<file path="src/rtl/prot_sel_pkg.sv">
// Shared definitions for the 1-for-1 protection selector.
// Assumes: event vector order is first byte, second byte, then status bits.
package prot_sel_pkg;
    localparam int NUM_KBYTES = 2;
    localparam int NUM_STAT   = 2;
    localparam int NUM_EVT    = NUM_KBYTES + NUM_STAT;

    typedef enum logic {
        SRC_LOCAL = 1'b0,
        SRC_PROT  = 1'b1
    } src_e;
endpackage

</file>
<file path="src/rtl/prot_sel_kcap.sv">
// Captures one overhead byte from the protection bus when its position
// strobe is high and capture is enabled; pulses a change event for one
// cycle when the captured value differs from the held one.
// Assumes: strobe is high for exactly the byte to be taken.
module prot_sel_kcap #(
    parameter int DW = 8
) (
    input  logic          clk,
    input  logic          rst_n,
    input  logic          en,
    input  logic          stb,
    input  logic [DW-1:0] din,
    output logic [DW-1:0] q,
    output logic          evt
);
    // Hold register and one-cycle change pulse.
    always_ff @(posedge clk) begin
        if (!rst_n) begin
            q   <= '0;
            evt <= 1'b0;
        end else begin
            evt <= 1'b0;
            if (en && stb) begin
                evt <= (din != q);
                q   <= din;
            end
        end
    end
endmodule

</file>
<file path="src/rtl/prot_sel_stat.sv">
// Registers the partner's status bits every cycle while enabled and
// flags each bit that changed with a one-cycle pulse.
// Assumes: inputs are already synchronous to clk.
module prot_sel_stat #(
    parameter int NS = 2
) (
    input  logic          clk,
    input  logic          rst_n,
    input  logic          en,
    input  logic [NS-1:0] din,
    output logic [NS-1:0] q,
    output logic [NS-1:0] evt
);
    // Status capture and per-bit change pulse.
    always_ff @(posedge clk) begin
        if (!rst_n) begin
            q   <= '0;
            evt <= '0;
        end else if (en) begin
            q   <= din;
            evt <= din ^ q;
        end else begin
            evt <= '0;
        end
    end
endmodule

</file>
<file path="src/rtl/prot_sel_switch.sv">
// Applies the software switch command at frame boundaries, selects the
// forwarded stream and drives local data onto the bus in slave mode.
// Assumes: frame_start is a single-cycle strobe.
module prot_sel_switch
    import prot_sel_pkg::*;
#(
    parameter int DW = 8
) (
    input  logic          clk,
    input  logic          rst_n,
    input  logic          master_en,
    input  logic          frame_start,
    input  logic          sw_cmd,
    input  logic [DW-1:0] loc_data,
    input  logic [DW-1:0] pbus_in,
    output logic [DW-1:0] data_out,
    output logic [DW-1:0] pbus_out,
    output logic          sw_eff
);
    src_e cur_src;
    src_e nxt_src;

    // Next position: forced local in slave mode, updated only on a boundary.
    always_comb begin
        if (!master_en)
            nxt_src = SRC_LOCAL;
        else if (frame_start)
            nxt_src = src_e'(sw_cmd);
        else
            nxt_src = cur_src;
    end

    // Position, selected data and bus output registers.
    always_ff @(posedge clk) begin
        if (!rst_n) begin
            cur_src  <= SRC_LOCAL;
            data_out <= '0;
            pbus_out <= '0;
        end else begin
            cur_src  <= nxt_src;
            data_out <= (nxt_src == SRC_PROT) ? pbus_in : loc_data;
            pbus_out <= master_en ? '0 : loc_data;
        end
    end

    assign sw_eff = (cur_src == SRC_PROT);
endmodule

</file>
<file path="src/rtl/prot_sel.sv">
// Top of the 1-for-1 protection selector: byte capture, status capture
// and stream switch.
// Assumes: one byte per clock on both streams, aligned to one clock.
module prot_sel
    import prot_sel_pkg::*;
#(
    parameter int DW = 8
) (
    input  logic               clk,
    input  logic               rst_n,
    input  logic               master_en,
    input  logic [DW-1:0]      loc_data,
    input  logic               frame_start,
    input  logic [DW-1:0]      pbus_in,
    input  logic               pbus_k1_stb,
    input  logic               pbus_k2_stb,
    input  logic               slv_sd,
    input  logic               slv_sf,
    input  logic               sw_cmd,
    output logic [DW-1:0]      data_out,
    output logic [DW-1:0]      pbus_out,
    output logic [DW-1:0]      slv_k1,
    output logic [DW-1:0]      slv_k2,
    output logic [NUM_STAT-1:0] slv_stat,
    output logic [NUM_EVT-1:0] chg_evt,
    output logic               sw_eff
);
    logic [NUM_KBYTES-1:0]         kb_stb;
    logic [NUM_KBYTES-1:0][DW-1:0] kb_q;
    logic [NUM_KBYTES-1:0]         kb_evt;
    logic [NUM_STAT-1:0]           st_evt;

    assign kb_stb = {pbus_k2_stb, pbus_k1_stb};

    // One capture unit per protection byte.
    for (genvar i = 0; i < NUM_KBYTES; i++) begin : g_kcap
        prot_sel_kcap #(.DW(DW)) u_kcap (
            .clk   (clk),
            .rst_n (rst_n),
            .en    (master_en),
            .stb   (kb_stb[i]),
            .din   (pbus_in),
            .q     (kb_q[i]),
            .evt   (kb_evt[i])
        );
    end

    prot_sel_stat #(.NS(NUM_STAT)) u_stat (
        .clk   (clk),
        .rst_n (rst_n),
        .en    (master_en),
        .din   ({slv_sf, slv_sd}),
        .q     (slv_stat),
        .evt   (st_evt)
    );

    prot_sel_switch #(.DW(DW)) u_sw (
        .clk         (clk),
        .rst_n       (rst_n),
        .master_en   (master_en),
        .frame_start (frame_start),
        .sw_cmd      (sw_cmd),
        .loc_data    (loc_data),
        .pbus_in     (pbus_in),
        .data_out    (data_out),
        .pbus_out    (pbus_out),
        .sw_eff      (sw_eff)
    );

    assign slv_k1  = kb_q[0];
    assign slv_k2  = kb_q[1];
    assign chg_evt = {st_evt, kb_evt};
endmodule

</file>
<file path="config.mk">
export PLATFORM = sky130hd
export DESIGN_NAME = prot_sel
export DESIGN_NICKNAME = d
export VERILOG_FILES = /design/src/rtl/prot_sel_pkg.sv /design/src/rtl/prot_sel_kcap.sv /design/src/rtl/prot_sel_stat.sv /design/src/rtl/prot_sel_switch.sv /design/src/rtl/prot_sel.sv
export SDC_FILE = /design/constraint.sdc
export NUM_CORES = 1
export LEC_CHECK = 0
export ABC_AREA = 1
export BUFFER_PORTS_ARGS = -buffer_cell sky130_fd_sc_hd__clkbuf_2
export CAP_MARGIN = 5
export CELL_PAD_IN_SITES_DETAIL_PLACEMENT = 2
export CELL_PAD_IN_SITES_GLOBAL_PLACEMENT = 2
export CORE_UTILIZATION = 23
export DETAILED_ROUTE_END_ITERATION = 8
export PLACE_DENSITY_LB_ADDON = 0.1
export SLEW_MARGIN = 10
export SYNTH_ARGS = -nofsm -noshare
export SYNTH_HDL_FRONTEND = slang
export SYNTH_HIERARCHICAL = 1
export SYNTH_SLANG_ARGS = --single-unit
</file>
<file path="constraint.sdc">
create_clock -name clk -period 0.9 [get_ports clk]
set_input_delay 0.135 -clock clk [delete_from_list [all_inputs] [get_ports clk]]
set_output_delay 0.135 -clock clk [all_outputs]
set_load 0.02 [all_outputs]
</file>
==> results of run 1 <==
-- through the flow --
stage	worst slack [ns]	hold slack [ns]	cell area (sq um)	total power, mW
after floorplan	0.00273	0.262	1800	2.38
after global placement	-0.0563	0.372	2300	2.69
after detailed placement	-0.0717	0.372	2300	2.71
after CTS	-0.116	0.0451	2790	4.12
after global routing	-0.187	0.0592	2990	4.42
final	-0.0927	0.0654	2990	4.17
-- worst min-delay path, delay by kind of cell --
| family | cells | cell delay [ns] |
|---|---|---|
| buffers and inverters | 2 | 0.15 |
| and+or+nand+nor | 1 | 0.04 |
-- sequential cells by signal (all words and copies together) (netlist names) --
| register | cells |
|---|---|
| u_sw/data_out | 8 |
| g_kcap.u_kcap/evt | 2 |
| u_sw/sw_eff | 1 |
| u_sw/pbus_out | 8 |
| u_stat/q | 2 |
| g_kcap.u_kcap/q | 16 |
| u_stat/evt | 2 |
-- synth_stat cells --
cell     instances
nand3_1         10
inv_1           52
buf_4            1
buf_6            5
o21ai_0         18
dfxtp_1         39
nand2_2          5
nor2_1          27
buf_2            1
inv_2            2
nor2_2           8
nand2_1         67
nor2_4           1
or2_1            1
a21oi_1         24
-- path summary, 6_finish.rpt --
check	start	end	slack, ns	cells after the start
hold reg to reg	g_kcap[0].u_kcap/q[1]	g_kcap[0].u_kcap/q[1]	0.50	2
setup reg to reg	g_kcap[1].u_kcap/q[7]	g_kcap[1].u_kcap/evt	-0.07	8
setup / recovery	g_kcap[1].u_kcap/q[7]	slv_k2[7]	-0.09	2
hold / removal	loc_data[1]	u_sw/pbus_out[1]	0.07	3
-- cell type report --
cell class | count | share of cell area
clock buffers | 6 | 0.0243
inverters | 54 | 0.0686
multi-input cells | 163 | 0.289
clock inverters | 2 | 0.00418
well taps | 99 | 0.0414
flip-flops and latches | 39 | 0.282
repair buffers | 84 | 0.291
-- kinds of logic (layout without fill, tap and decap cells) --
family / Yosys count / after routing / share of synthesized area
DFF: 39 / 39 / 0.443
and+or+nand+nor: 119 / 121 / 0.284
buffers and inverters: 61 / 146 / 0.154
AOI/OAI and AO/OA: 42 / 42 / 0.119
-- repair_timing --
action                                  in CTS  in global routing
endpoints found under the setup margin      49                 48
gates resized for setup                    100                 69
pin swaps                                    4                  7
buffers inserted                             3                  1
cloned                                       0                  2
hold endpoints to repair                     0                  0
-- layer usage --
metal,vias to the layer above,GRT usage,part of all wire
met3,5,0.0338,0.030
met4,0,0.0476,0.012
met1,914,0.181,0.45
li1,953,-,-
met2,33,0.272,0.51
met5,-,0,0
-- power breakdown --
group	total [mW]	internal, mW	switching (mW)	leakage [nW]
Combinational	1.05	0.505	0.547	1.08
Sequential	1.94	1.84	0.0931	0.337
Clock	1.18	0.542	0.639	0.0412
==> out/results.ini, run 1 <==
[final_layout]
instances_no_fill = 447
seq_area_sq_um = 842
drive_gt1_frac = 0.491
multiInputGateArea_sq_um = 865
fin_util = 0.408
mostFrequentLayoutCell = nand2_1
insertedDiodeCount = 0
fillers = 840
num-nets-final = 372
syn2layout_area_growth_pct = 69.5
most-common-layout-cells = 62 x nand2_1, 51 x inv_1, 38 x buf_8, 34 x dfxtp_2, 24 x clkbuf_2

[critical_path]
cp_top_family = flip-flops
crit_arrival_ns = 0.86
end_kind = output pin
worst_path_max_delay_cell = dfxtp_2
slowest_delay_ns = 0.34
path_max_fanout = 2
cp_cell_sequence = buf_6 -> buf_8
required_ns = 0.76
critPathBufInv = 2
path_class = flip-flop to output pin
cp-start-kind = flip-flop

[die]
die_h_um = 89.6
core-area_sq_um = 7330
die_w_um = 89.6
row_count = 31
initial_utilization = 0.241
dieArea_sq_um = 8020
pin_count = 64

[logic_synthesis]
synth-seq-cells = 39
ys_seq_area_frac = 0.443
synth.avg_cell_area_sq_um = 6.76
ys_top_cells_by_area = dfxtp_1 44%, nand2_1 14%, inv_1 11%, a21oi_1 6.8%, nor2_1 5.7%
synth_area_sq_um = 1760
yosysTopAreaCell = dfxtp_1
synth.top_cell.area_share = 0.443
synth_cell_types = 15
syn_inst = 261
synth.net_count = 286
ys_warn_count = 6

[route]
drt_first_pass_iters = 3
ant_nets = 0
vias_per_cell = 4.26
vias = 1905
wl_per_cell_um = 13.1
drtIter0Drc = 30
drcViolationCount = 0
wirelength_um = 5860

[sta]
finalHoldViolCount = 0
timing.final.ws_setup_ns = -0.0927
period_share = 1.10
tns_ns = -0.389
slew_viol_final = 0
skew_ns = 0.00658
fin_crit_ns = 0.993
rsz0062_at_grt = true
slew_headroom = 0.629
setup_viol = 17
fmax_mhz = 1010
tightest_slew_ns = 0.557

[global_routing]
grt_max_degree = 18
grt-ovfl-total = 0
grt_use_total = 0.152
antenna_found_initial = 0
first_global_vias = 2017
grt_pass1_wl_um = 9170

[clocking]
path_clk_slew_ns = 0.08
htree_levels = 2
cts_hold_buffers = 0
clock_path_buffers = 2
cts_buffers = 5
cts_tree = yes
cts_sinks = 39
cts_root_buf = clkbuf_8
insertion_delay_ns = 0.29

[power]
peakVddDrop_mv = 0.595
p_per_area_nw_per_um2 = 1390
leakage_nw = 1.46

[placement]
dp_hpwl_um = 4060
gp_congestion = 0.750
dp.cells = 433
io_buffers = 63

[hold_path]
hold_class = input port to flip-flop

[job]
cap_violations = 0

[status]
status = complete, but fails checks
violations = negative setup slack

(Power assumes the default switching activity.)
==> run 2: changes to the inputs <==
BUFFER_PORTS_ARGS = -buffer_cell sky130_fd_sc_hd__buf_2   (was -buffer_cell sky130_fd_sc_hd__clkbuf_2)
CAP_MARGIN = 10   (was 5)
==> out/results.ini, run 2 (same netlist as run 1, synthesis figures left out) <==
[clocking]
cts_sinks = 39  ; unchanged
path_clk_slew_ns = 0.08  ; about the same
cts_root_buf = clkbuf_8
cts_buffers = 5  ; unchanged
cts_hold_buffers = 0  ; unchanged
htree_levels = 2  ; unchanged
insertion_delay_ns = 0.29  ; about the same
clock_path_buffers = 2  ; unchanged
cts_tree = yes

[route]
drt_first_pass_iters = 3  ; unchanged
drcViolationCount = 0  ; unchanged
ant_nets = 0  ; unchanged
wirelength_um = 5810  ; -0.94%
vias = 1916  ; +0.58%
vias_per_cell = 4.24  ; -0.54%
drtIter0Drc = 22  ; -27%
wl_per_cell_um = 12.8  ; -2.0%

[hold_path]
min_to = u_sw/pbus_out[2]
hold_class = input port to flip-flop
hold_path_depth = 3  ; unchanged
min_from = loc_data[2]

[sta]
skew_ns = 0.00337  ; -0.00321 ns
fmax_mhz = 1000  ; -0.51%
period_share = 1.11  ; +0.00561
rsz0062_at_grt = true
finalHoldViolCount = 0  ; unchanged
setup_viol = 13  ; -4
tightest_slew_ns = 0.515  ; -0.0412 ns
timing.final.ws_setup_ns = -0.0978  ; -0.00505 ns
tns_ns = -0.605  ; -0.216 ns
slew_viol_final = 0  ; unchanged
fin_crit_ns = 0.998  ; +0.00505 ns
slew_headroom = 0.656  ; +0.0275

[global_routing]
antenna_found_initial = 0  ; unchanged
grt-ovfl-total = 0  ; unchanged
first_global_vias = 1864  ; -7.6%
grt_pass1_wl_um = 8510  ; -7.2%
grt_max_degree = 18  ; unchanged
grt_use_total = 0.143  ; -0.00976

[critical_path]
crit_arrival_ns = 0.86  ; about the same
cp-start-kind = flip-flop
end_kind = output pin
reg2reg_slack_ns = -0.04  ; +0.03 ns
rr_worst_depth = 7  ; -1
path_class = flip-flop to output pin
reg2reg_to = g_kcap[0].u_kcap/evt
path_max_fanout = 3  ; +1
worstReg2RegStart = g_kcap[0].u_kcap/q[5]
required_ns = 0.76  ; about the same

[power]
p_per_area_nw_per_um2 = 1430  ; +2.4%
leakage_nw = 1.43  ; -1.9%
peakVddDrop_mv = 0.569  ; -4.3%
power_mw = 4.11  ; -1.3%

[final_layout]
drive_gt1_frac = 0.516  ; +0.0242
multiInputGateArea_sq_um = 867  ; +0.29%
top_register = g_kcap.u_kcap/q
insertedDiodeCount = 0  ; unchanged
mostFrequentLayoutCell = nand2_1
fillers = 856  ; +1.9%
top_regs = g_kcap.u_kcap/q (16), u_sw/data_out (8), u_sw/pbus_out (8)
most-common-layout-cells = 59 x nand2_1, 46 x inv_1, 43 x buf_6, 35 x dfxtp_2, 24 x buf_2
largest_reg_flops = 16  ; unchanged
seq_area_sq_um = 832  ; -1.2%
syn2layout_area_growth_pct = 63.3
num-nets-final = 377  ; +1.3%

[status]
status = complete, but fails checks
violations = negative setup slack

[job]
cap_violations = 0  ; unchanged

[die]
row_count = 31  ; unchanged
die_h_um = 89.6  ; unchanged
initial_utilization = 0.241  ; unchanged
dieArea_sq_um = 8020  ; unchanged
core-area_sq_um = 7330  ; unchanged
pin_count = 64  ; unchanged
die_w_um = 89.6  ; unchanged

[placement]
gp_congestion = 0.666  ; -11%
dp_hpwl_um = 4100  ; +1.2%
io_buffers = 63  ; unchanged

## run 2: through the flow
step | setup WS [ns] | util | cells | hold WS [ns] | area (sq um)
floorplan | 0.00273 | - | 261 | 0.262 | 1800
global placement | -0.0277 | 0.317 | 436 | 0.384 | 2320
detailed placement | -0.0499 | 0.317 | 436 | 0.388 | 2320
CTS | -0.109 | 0.360 | 445 | 0.0604 | 2640
global route | -0.183 | 0.393 | 452 | 0.0710 | 2880
finish | -0.0978 | 0.393 | 452 | 0.0788 | 2880
## run 2: repair_timing
action	CTS	global route
setup buffers	1	5
resized for setup	79	59
pin swaps	4	14
gates cloned	0	2
endpoints found under the setup margin	49	42
## run 2: worst max path at each step
stage	start	end
4_1_cts	g_kcap[1].u_kcap/q[7]	slv_k2[7]
2_1_floorplan	g_kcap[0].u_kcap/q[7]	g_kcap[0].u_kcap/evt
3_3_place_gp	g_kcap[0].u_kcap/q[4]	g_kcap[0].u_kcap/evt
3_5_place_dp	g_kcap[0].u_kcap/q[4]	g_kcap[0].u_kcap/evt
5_1_grt	g_kcap[1].u_kcap/q[6]	g_kcap[1].u_kcap/evt
6_report	g_kcap[0].u_kcap/q[4]	slv_k1[4]
## run 2: worst max-delay path, cell delays in order, from the launching register on
cell,delay [ns]
dfxtp_2,0.34
buf_6,0.11
buf_6,0.12
## run 2: area by class of cell
cell class	count	share of cell area
flip-flops and latches	39	0.289
clock inverters	2	0.00434
clock buffers	6	0.0252
repair buffers	89	0.267
multi-input cells	163	0.301
well taps	99	0.0430
inverters	54	0.0704
## run 2: metal layers
layer / part of all wire / track usage / up-vias
met4: 0.0098 / 0.0433 / 0
met1: 0.43 / 0.165 / 914
li1: - / - / 961
met5: 0 / 0 / -
met3: 0.030 / 0.0293 / 6
met2: 0.53 / 0.263 / 35
## run 2: power breakdown
part	internal (mW)	switching, mW
logic	0.458	0.551
registers	1.84	0.0782
clock network	0.542	0.638
==> run 3: changes to the inputs <==
CTS_BUF_LIST = sky130_fd_sc_hd__clkbuf_16   (was not set)
RECOVER_POWER = 50   (was not set)
==> out/results.ini, run 3 (same netlist as run 1, synthesis figures left out) <==
[route]
highest-signal-layer = met4
drtIter0Drc = 35  ; +59%
wl_met1_um = 2500  ; about the same
drt_first_pass_iters = 3  ; unchanged
drcViolationCount = 0  ; unchanged
met3_length_um = 170  ; -2.3%
met2RoutedLength_um = 3060  ; -0.23%
wirelength_um = 5760  ; -0.83%
vias = 1917  ; +0.052%
ant_nets = 0  ; unchanged
wl_per_cell_um = 12.8  ; -0.39%
vias_per_cell = 4.26  ; +0.50%

[sta]
slew_viol_final = 0  ; unchanged
skew_ns = 0.00197  ; -0.00140 ns
rsz0062_at_grt = true
slew_headroom = 0.656  ; -0.000704
tightest_slew_ns = 0.516  ; +0.00106 ns
timing.final.ws_setup_ns = -0.0958  ; +0.00196 ns
setup_viol = 7  ; -6
fin_crit_ns = 0.996  ; -0.00196 ns
period_share = 1.11  ; -0.00218
fmax_mhz = 1000  ; +0.20%
finalHoldViolCount = 0  ; unchanged

[critical_path]
slowest_delay_ns = 0.33  ; about the same
reg2reg_slack_ns = -0.03  ; about the same
cp-start-kind = flip-flop
path_class = flip-flop to output pin
path_max_fanout = 3  ; unchanged
rr_worst_depth = 7  ; unchanged
cp_top_family = flip-flops
crit_arrival_ns = 0.86  ; about the same
startpoint = g_kcap[0].u_kcap/q[5]
required_ns = 0.76  ; about the same
end_kind = output pin
worstReg2RegStart = g_kcap[0].u_kcap/q[5]
reg2reg_to = g_kcap[0].u_kcap/evt
cp_cell_sequence = buf_4 -> buf_6
worst_path_max_delay_cell = dfxtp_2
critPathBufInv = 2  ; unchanged

[power]
p_per_area_nw_per_um2 = 1630  ; +14%
peakVddDrop_mv = 0.588  ; +3.3%
leakage_nw = 1.42  ; -1.0%

[placement]
io_buffers = 63  ; unchanged
gp_congestion = 0.666  ; unchanged
dp.cells = 436  ; unchanged
dp_hpwl_um = 4100  ; unchanged

[die]
initial_utilization = 0.241  ; unchanged
row_count = 31  ; unchanged
pin_count = 64  ; unchanged
core-area_sq_um = 7330  ; unchanged
die_w_um = 89.6  ; unchanged
die_h_um = 89.6  ; unchanged
dieArea_sq_um = 8020  ; unchanged

[final_layout]
most-common-layout-cells = 60 x nand2_1, 47 x inv_1, 38 x buf_4, 27 x buf_2, 23 x nor2_1
fillers = 868  ; +1.4%
instances_no_fill = 450  ; -0.44%
drive_gt1_frac = 0.462  ; -0.0540
top_register = g_kcap.u_kcap/q
num-nets-final = 375  ; -0.53%
fin_util = 0.381  ; -0.0116
largest_reg_flops = 16  ; unchanged
mostFrequentLayoutCell = nand2_1
insertedDiodeCount = 0  ; unchanged
syn2layout_area_growth_pct = 58.4
top_regs = g_kcap.u_kcap/q (16), u_sw/data_out (8), u_sw/pbus_out (8)

[clocking]
cts_buffers = 5  ; unchanged
insertion_delay_ns = 0.28  ; about the same
cts_sinks = 39  ; unchanged
path_clk_slew_ns = 0.06  ; -0.02 ns
clock_path_buffers = 2  ; unchanged
htree_levels = 2  ; unchanged
cts_root_buf = clkbuf_16
cts_tree = yes

[status]
violations = negative setup slack
status = complete, but fails checks

[hold_path]
hold_class = input port to flip-flop
min_from = loc_data[6]
hold_path_depth = 3  ; unchanged
min_to = u_sw/pbus_out[6]

[global_routing]
grt-ovfl-total = 0  ; unchanged
grt_pass1_wl_um = 8560  ; +0.49%
first_global_vias = 1859  ; -0.27%
grt_max_degree = 18  ; unchanged
grt_use_total = 0.142  ; -0.000771
antenna_found_initial = 0  ; unchanged

[job]
cap_violations = 0  ; unchanged

==> run 3: tightest hold or removal path, stage by stage <==
cell and delay, ns:
buf_2 0.11, inv_1 0.06, nor2_2 0.03
==> run 3: per-layer routing <==
| metal | vias up | GRT usage |
|---|---|---|
| li1 | 957 | - |
| met1 | 923 | 0.162 |
| met2 | 33 | 0.264 |
| met3 | 4 | 0.0320 |
| met5 | - | 0 |
| met4 | 0 | 0.0390 |
==> run 3: stage by stage <==
step	power [mW]	area (sq um)	hold WS, ns	setup slack, ns	setup TNS [ns]
3_5_place_dp	2.72	2320	0.388	-0.0499	-0.651
3_3_place_gp	2.70	2320	0.384	-0.0277	-0.140
2_1_floorplan	2.38	1800	0.262	0.00273	0
5_1_grt	4.82	2800	0.102	-0.127	-0.895
4_1_cts	4.55	2580	0.0887	-0.0800	-0.213
6_report	4.56	2800	0.101	-0.0958	-0.269
==> run 3: worst max path at each step <==
stage / end / depth (start not counted)
6_report: slv_k1[5] / 2
3_5_place_dp: g_kcap[0].u_kcap/evt / 7
4_1_cts: slv_k2[7] / 2
5_1_grt: g_kcap[0].u_kcap/evt / 7
2_1_floorplan: g_kcap[0].u_kcap/evt / 7
3_3_place_gp: g_kcap[0].u_kcap/evt / 7
==> run 3: area by class of cell <==
class / instances / area [sq um] / area share
clock buffers: 5 / 125 / 0.0448
clock inverters: 3 / 16.3 / 0.00582
inverters: 54 / 203 / 0.0725
multi-input cells: 163 / 866 / 0.310
flip-flops and latches: 39 / 813 / 0.291
well taps: 99 / 124 / 0.0443
repair buffers: 87 / 648 / 0.232
==> run 3: timing repair <==
item / 4_1_cts / 5_1_grt
gates resized for setup: 39 / 55
setup buffers: 1 / 3
pin swaps: 5 / 11
setup endpoints to repair: 31 / 44
cloned: 0 / 2
hold buffers: 0 / 0
==> run 3: power breakdown <==
group,switching [mW],internal (mW),leakage [nW]
registers,0.0685,1.84,0.330
logic,0.546,0.405,1.02
clock network,0.695,1.01,0.0710
total,1.31,3.25,1.42
